===== config.mk =====
export PLATFORM = sky130hd
export DESIGN_NAME = dsc_responder
export DESIGN_NICKNAME = d
export VERILOG_FILES = /design/src/rtl/dsc_pkg.sv /design/src/rtl/dsc_decode.sv /design/src/rtl/dsc_len_chk.sv /design/src/rtl/dsc_lookup.sv /design/src/rtl/dsc_responder.sv
export SDC_FILE = /design/constraint.sdc
export NUM_CORES = 1
export LEC_CHECK = 0
export BUFFER_PORTS_ARGS = -buffer_cell sky130_fd_sc_hd__clkbuf_2
export CAP_MARGIN = 30
export CORE_MARGIN = 8
export CORE_UTILIZATION = 37
export DETAILED_ROUTE_END_ITERATION = 16
export MAX_ROUTING_LAYER = met4
export PLACE_DENSITY_LB_ADDON = 0.05
export SYNTH_ARGS = -nofsm -noshare
export SYNTH_HDL_FRONTEND = slang
export SYNTH_SLANG_ARGS = --single-unit

===== constraint.sdc =====
create_clock -name clk -period 0.8 [get_ports clk]
set_clock_uncertainty 0.05 [all_clocks]
set_input_delay 0 -clock clk [delete_from_list [all_inputs] [get_ports clk]]
set_output_delay 0 -clock clk [all_outputs]
set_load 0.02 [all_outputs]

===== src/rtl/dsc_pkg.sv =====
package dsc_pkg;
   localparam int unsigned DWORD_W = 32;
   localparam int unsigned LEN_W   = 18;
   localparam int unsigned IDX_W   = 8;
   localparam int unsigned ENT_W   = 24;
   localparam logic [7:0]  DISC_TYPE = 8'h00;
   localparam logic [LEN_W:0] DISC_DWORDS = 19'd3;

   typedef enum logic [1:0] {
      ST_REJECT = 2'd0,
      ST_DISC   = 2'd1,
      ST_FWD    = 2'd2
   } dsc_status_e;

   function automatic logic [DWORD_W-1:0] hdr_word(input logic [15:0] vid,
                                                   input logic [7:0] typ);
      return {8'h00, typ, vid};
   endfunction
endpackage


===== src/rtl/dsc_decode.sv =====
module dsc_decode
   import dsc_pkg::*;
#(
   parameter int unsigned NUM_PROT = 3,
   parameter logic [15:0] STD_VID = 16'h0001,
   parameter logic [NUM_PROT*ENT_W-1:0] PROT_TABLE = '0
) (
   input  logic [DWORD_W-1:0] hdr0,
   output logic               is_disc,
   output logic               hit,
   output logic [IDX_W-1:0]   sel
);
   logic [NUM_PROT-1:0] match;

   for (genvar k = 0; k < NUM_PROT; k++) begin : g_cmp
      assign match[k] = (hdr0 == hdr_word(PROT_TABLE[k*ENT_W +: 16],
                                          PROT_TABLE[k*ENT_W+16 +: 8]));
   end

   assign is_disc = (hdr0 == hdr_word(STD_VID, DISC_TYPE));
   assign hit     = |match;

   // lowest position wins: scan downward so the last write is the lowest
   always_comb begin
      sel = '0;
      for (int k = NUM_PROT - 1; k >= 0; k--) begin
         if (match[k]) sel = IDX_W'(k);
      end
   end
endmodule


===== src/rtl/dsc_len_chk.sv =====
module dsc_len_chk
   import dsc_pkg::*;
(
   input  logic [DWORD_W-1:0] hdr1,
   input  logic [LEN_W:0]     count,
   output logic               len_match,
   output logic               len_min_ok
);
   logic [LEN_W:0] declared;
   logic           unused_hi;

   assign unused_hi = ^hdr1[DWORD_W-1:LEN_W];
   assign declared  = (hdr1[LEN_W-1:0] == '0) ? {1'b1, {LEN_W{1'b0}}}
                                              : {1'b0, hdr1[LEN_W-1:0]};
   assign len_match  = (declared == count);
   assign len_min_ok = (declared >= DISC_DWORDS);
endmodule


===== src/rtl/dsc_lookup.sv =====
module dsc_lookup
   import dsc_pkg::*;
#(
   parameter int unsigned NUM_PROT = 3,
   parameter logic [15:0] STD_VID = 16'h0001,
   parameter logic [NUM_PROT*ENT_W-1:0] PROT_TABLE = '0
) (
   input  logic [IDX_W-1:0] idx,
   output logic [15:0]      vid,
   output logic [7:0]       typ,
   output logic [IDX_W-1:0] nxt
);
   localparam logic [IDX_W:0] TOTAL = (IDX_W+1)'(NUM_PROT + 1);

   logic [ENT_W-1:0] sel_ent;
   logic [ENT_W-1:0] fin_ent;
   logic [IDX_W:0]   inc;

   always_comb begin
      sel_ent = {DISC_TYPE, STD_VID};
      for (int k = 0; k < NUM_PROT; k++) begin
         if (idx == IDX_W'(k + 1)) sel_ent = PROT_TABLE[k*ENT_W +: ENT_W];
      end
   end

   if (NUM_PROT < 255) begin : g_oor
      assign fin_ent = (idx > IDX_W'(NUM_PROT)) ? '1 : sel_ent;
   end else begin : g_full
      assign fin_ent = sel_ent;
   end

   assign vid = fin_ent[15:0];
   assign typ = fin_ent[23:16];
   assign inc = {1'b0, idx} + 1'b1;
   assign nxt = (inc == TOTAL) ? '0 : inc[IDX_W-1:0];
endmodule


===== src/rtl/dsc_responder.sv =====
module dsc_responder
   import dsc_pkg::*;
#(
   parameter int unsigned NUM_PROT = 3,
   parameter logic [15:0] STD_VID = 16'h0001,
   parameter logic [NUM_PROT*24-1:0] PROT_TABLE = {24'h05_BEEF, 24'h11_7B10, 24'h02_A5C3}
) (
   input  logic        clk,
   input  logic        rst_n,
   input  logic        in_valid,
   input  logic [31:0] in_hdr0,
   input  logic [31:0] in_hdr1,
   input  logic [7:0]  in_index,
   input  logic [18:0] in_count,
   output logic        out_valid,
   output logic [1:0]  out_status,
   output logic [7:0]  out_sel,
   output logic [31:0] out_dw0,
   output logic [31:0] out_dw1,
   output logic [31:0] out_dw2
);
   if (NUM_PROT < 1 || NUM_PROT > 255) begin : g_bad_num
      $error("dsc_responder: NUM_PROT must lie in 1..255");
   end

   logic             is_disc, hit, len_match, len_min_ok;
   logic [IDX_W-1:0] hit_sel, nxt;
   logic [15:0]      lk_vid;
   logic [7:0]       lk_typ;
   dsc_status_e      st_d;

   dsc_decode #(.NUM_PROT(NUM_PROT), .STD_VID(STD_VID), .PROT_TABLE(PROT_TABLE))
   i_decode (.hdr0(in_hdr0), .is_disc(is_disc), .hit(hit), .sel(hit_sel));

   dsc_len_chk i_len (.hdr1(in_hdr1), .count(in_count),
                      .len_match(len_match), .len_min_ok(len_min_ok));

   dsc_lookup #(.NUM_PROT(NUM_PROT), .STD_VID(STD_VID), .PROT_TABLE(PROT_TABLE))
   i_lookup (.idx(in_index), .vid(lk_vid), .typ(lk_typ), .nxt(nxt));

   always_comb begin
      if (is_disc && len_match && len_min_ok) st_d = ST_DISC;
      else if (!is_disc && hit && len_match)  st_d = ST_FWD;
      else                                    st_d = ST_REJECT;
   end

   always_ff @(posedge clk or negedge rst_n) begin
      if (!rst_n) begin
         out_valid  <= 1'b0;
         out_status <= ST_REJECT;
         out_sel    <= '0;
         out_dw0    <= '0;
         out_dw1    <= '0;
         out_dw2    <= '0;
      end else begin
         out_valid  <= in_valid;
         out_status <= st_d;
         out_sel    <= (st_d == ST_FWD) ? hit_sel : '0;
         if (st_d == ST_DISC) begin
            out_dw0 <= hdr_word(STD_VID, DISC_TYPE);
            out_dw1 <= 32'(DISC_DWORDS);
            out_dw2 <= {nxt, lk_typ, lk_vid};
         end else begin
            out_dw0 <= '0;
            out_dw1 <= '0;
            out_dw2 <= '0;
         end
      end
   end

   // verdict strobe tracks the request strobe by one clock
   a_r1_idle_quiet: assert property (@(posedge clk) disable iff (!rst_n)
      !in_valid |=> !out_valid);
   a_r2_one_verdict: assert property (@(posedge clk) disable iff (!rst_n)
      in_valid |=> out_valid);
   // discovery response header is fixed
   a_r6_disc_header: assert property (@(posedge clk) disable iff (!rst_n)
      (out_valid && out_status == ST_DISC) |->
      (out_dw1 == 32'd3 && out_dw0 == {16'h0000, STD_VID}));
   // out-of-range index yields all-ones identifiers
   a_r9_oor_ones: assert property (@(posedge clk) disable iff (!rst_n)
      (in_valid && int'(in_index) > int'(NUM_PROT)) |=>
      (out_status != ST_DISC || out_dw2[23:0] == 24'hFFFFFF));
   // rejection carries no payload
   a_r11_reject_clear: assert property (@(posedge clk) disable iff (!rst_n)
      (out_valid && out_status == ST_REJECT) |->
      (out_dw0 == '0 && out_dw1 == '0 && out_dw2 == '0 && out_sel == '0));
   // forward selection stays inside the table
   a_r12_fwd_range: assert property (@(posedge clk) disable iff (!rst_n)
      (out_valid && out_status == ST_FWD) |->
      (int'(out_sel) < int'(NUM_PROT) && out_dw2 == '0));
endmodule


==> flow_summary_export.csv <==
group,metric,value,unit
outcome,outcome,"complete, but fails checks",
outcome,violations,"negative setup slack",
cts,cts_made_buffers,3,
sta,worst_slack,-0.818,ns
cts,cts_tree,"built",
sta,final-hold-violation-count,0,
layout,finish.instance_area,3450,um2
die,row_count,27,
route,wl_per_cell,14.3,um
route,drcViolationCount,0,
layout,nets,502,
worst_setup_path,worstPathArrival,1.72,ns
route,first_pass_iters,4,
sta,grt_setup_unrepaired,"yes",
worst_setup_path,crit_family,"simple AND/OR/NAND/NOR gates",
synth,yosysWarnings,0,
worst_setup_path,crit_fanout,6,
synth,synth.top_cell.area_share,29.6,%
power,p_leak,1.69,nW
sta,fin_crit_sh,202,%
worst_setup_path,crit_buf_inv,2,
cts,h-tree-depth,1,
route,detail_route.vias_per_cell,4.39,
sta,worst_slew_pin_slew,0.779,ns
route,drt_iter0_markers,89,
die,dieArea,8450,um2
cts,cts_sinks,23,
placed_design,dpl.hpwl,5.51,mm
sta,report.final.slew_viol_count,0,
layout,multi_input_area,1330,um2
route,ant_nets,0,
layout,regArea,577,um2
worst_hold_path,hp-class,"in -> reg",
worst_setup_path,crit_slowest_cell,"or4_4",
layout,final_cells,476,
worst_setup_path,crit_path_cell_trace,"buf_6 > or4_4 > nor4_4 > buf_4 > nand4_4 > or2_4 > a2111oi_2",
route,vias,2090,
synth,synth-main-ff-cell,"dfrtp_1",
die,die_w,91.9,um
worst_setup_path,critPathCaptureType,"register",
layout,fillers,483,
sta,setup_viol,62,
power,power_density,824,nW/um2
worst_setup_path,crit_type,"in -> reg",
global_route,grt_use_total,14.9,%
placed_design,dp_slack,-1.15,ns
global_route,grt_pass1_wl,10.4,mm
placed_design,gp_congestion,0.783,
global_route,grt_start_max_net_pins,24,
cts,clk_pin_slew_worst_paths,0.07,ns
cts,cts-root-buf,"clkbuf_8",
synth,syn_inst,244,
flow_run,drv_cap,0,
die,core_area,5540,um2
global_route,grt-ovfl-total,0,
sta,min_period,1.62,ns
synth,syn_avg_cell_area,8.74,um2
layout,drive_gt1_share,52.7,%
die,die_h,91.9,um
die,initial_core_util,38.5,%
synth,syn_area,2130,um2
route,wl,6.80,mm
sta,fmax,0.618,GHz
sta,slew_headroom,47.6,%
die,pin_count,201,
worst_setup_path,required,0.90,ns
synth,ys_seq_area_share,27.0,%
placed_design,port_buffers,119,
placed_design,placed_area,2830,um2
worst_setup_path,critPathMaxStageDelay,0.53,ns
synth,postSynth.asyncResetShare,100,%
layout,diodes,0,
layout,area.growth.synth_to_final,61.5,%
global_route,antenna_found_initial,0,
worst_setup_path,startpoint_type,"input port",
synth,synth_top_area_cell,"buf_4",
global_route,grt_pass1_vias,2254,
power,peakVddDrop,0.000709,V
synth,synth_area_leaders,"buf_4, dfrtp_1, xnor2_1",
synth,synth_cell_type_count,36,
cts,clockBufferDepth,2,
placed_design,dp.cells,461,
synth,synth_edf_count,0,
synth,ys_seq_elements,23,
per-stage QoR:
| stage | setup TNS [ns] | hold WS (ns) | utilization, % | total power, mW |
|---|---|---|---|---|
| final | -18.93 | 0.0210 | 62.2 | 2.84 |
| after global routing | -22.22 | 0.0381 | 62.2 | 2.99 |
| after CTS | -18.69 | 0.0119 | 55.4 | 2.80 |
| after detailed placement | -23.64 | -0.0453 | 51.1 | 2.10 |
| after global placement | -23.12 | -0.0409 | 51.1 | 2.09 |
| after floorplan | -15.81 | -0.346 | - | 1.89 |
final cells by class:
type                            count  area share [%]
Inverter                            4           0.436
Tap cell                           72            2.61
Multi-Input combinational cell    193            38.6
Clock buffer                        4            1.31
Timing Repair Buffer              180            40.3
Sequential cell                    23            16.7
per-layer routing:
layer  wire [um]  share of wire, %  global-route usage, %
met3         471               6.9                   3.34
met1        2680                39                   16.2
met2        3580                53                   26.6
met5           0                 0                      -
met4          59              0.87                   3.62
state kept, by name, indices dropped and copies added, names as in the netlist:
register	cells
out_dw1	1
out_valid	1
out_sel	2
out_dw2	17
out_status	2
worst paths after layout:
path,from,to,cells after the start
hold / removal,in_index[0],out_dw2[24],3
setup / recovery,in_hdr0[3],out_dw2[0],7
min in group asynchronous,rst_n,out_dw2[20],2
max in group asynchronous,rst_n,out_dw2[18],2
cell usage in the layout, fill, tap and decap left out, types with 2 or more instances in the layout:
master and n:
o21bai_1 2, buf_6 37, buf_8 2, nor2_4 5, nor4_1 7, buf_4 55
nor3_2 2, nor2_2 3, conb_1 67, or3_1 4, nor2_1 10, nor4_4 4
xor2_1 7, and3_1 3, or4_4 4, nand4_1 10, clkbuf_8 9, dfrtp_1 22
nand2_1 2, nor4_2 6, or4_1 8, nor3_1 4, a2111oi_4 2, clkbuf_2 75
inv_1 4, a211o_1 2, xnor2_1 17, nand3_1 6, dlygate4sd3_1 2, nand2b_1 3
and4_1 2, ha_1 3
report_power, final:
part           internal (mW)  switching, mW  leakage [nW]
registers               1.16        0.00118         0.318
clock network          0.355          0.330        0.0228
logic                  0.403          0.584          1.35
total                   1.92          0.916          1.69
what timing repair did:
item | CTS | global route
gates resized for setup | 24 | 132
gates cloned | 1 | 2
setup endpoints to repair | 62 | 85
buffers inserted | 4 | 2
endpoints found under the hold margin | 24 | 0
hold buffers | 2 | 0
pin swaps | 10 | 10
Yosys cell counts, types with 2 or more instances:
| cell type | n |
|---|---|
| a2111oi_1 | 2 |
| a211o_1 | 2 |
| and3_1 | 3 |
| and4_1 | 2 |
| buf_4 | 84 |
| clkbuf_1 | 4 |
| dfrtp_1 | 23 |
| ha_1 | 3 |
| inv_1 | 4 |
| nand2_1 | 2 |
| nand2b_1 | 3 |
| nand3_1 | 7 |
| nand4_1 | 10 |
| nor2_1 | 18 |
| nor3_1 | 6 |
| nor4_1 | 15 |
| o21bai_1 | 2 |
| or3_1 | 4 |
| or4_1 | 11 |
| xnor2_1 | 17 |
| xor2_1 | 7 |
tightest hold or removal path, stage by stage:
cell and delay (ns):
clkbuf_2 0.09, buf_4 0.14, nor4_2 0.05
cell families (layout without fill, tap and decap cells):
kind of cell / count (synthesis) / in the layout / synth area share [%]
AOI/OAI and AO/OA: 10 / 10 / 4.05
xor gates and xnor gates: 24 / 24 / 9.85
adders and majority gates: 3 / 3 / 1.76
buffers and inverters: 95 / 188 / 31.9
DFF: 23 / 23 / 27.0
other: 1 / 67 / 0.176
and+or+nand+nor: 88 / 89 / 25.3
Note: power is estimated with default switching activity, not from simulation.
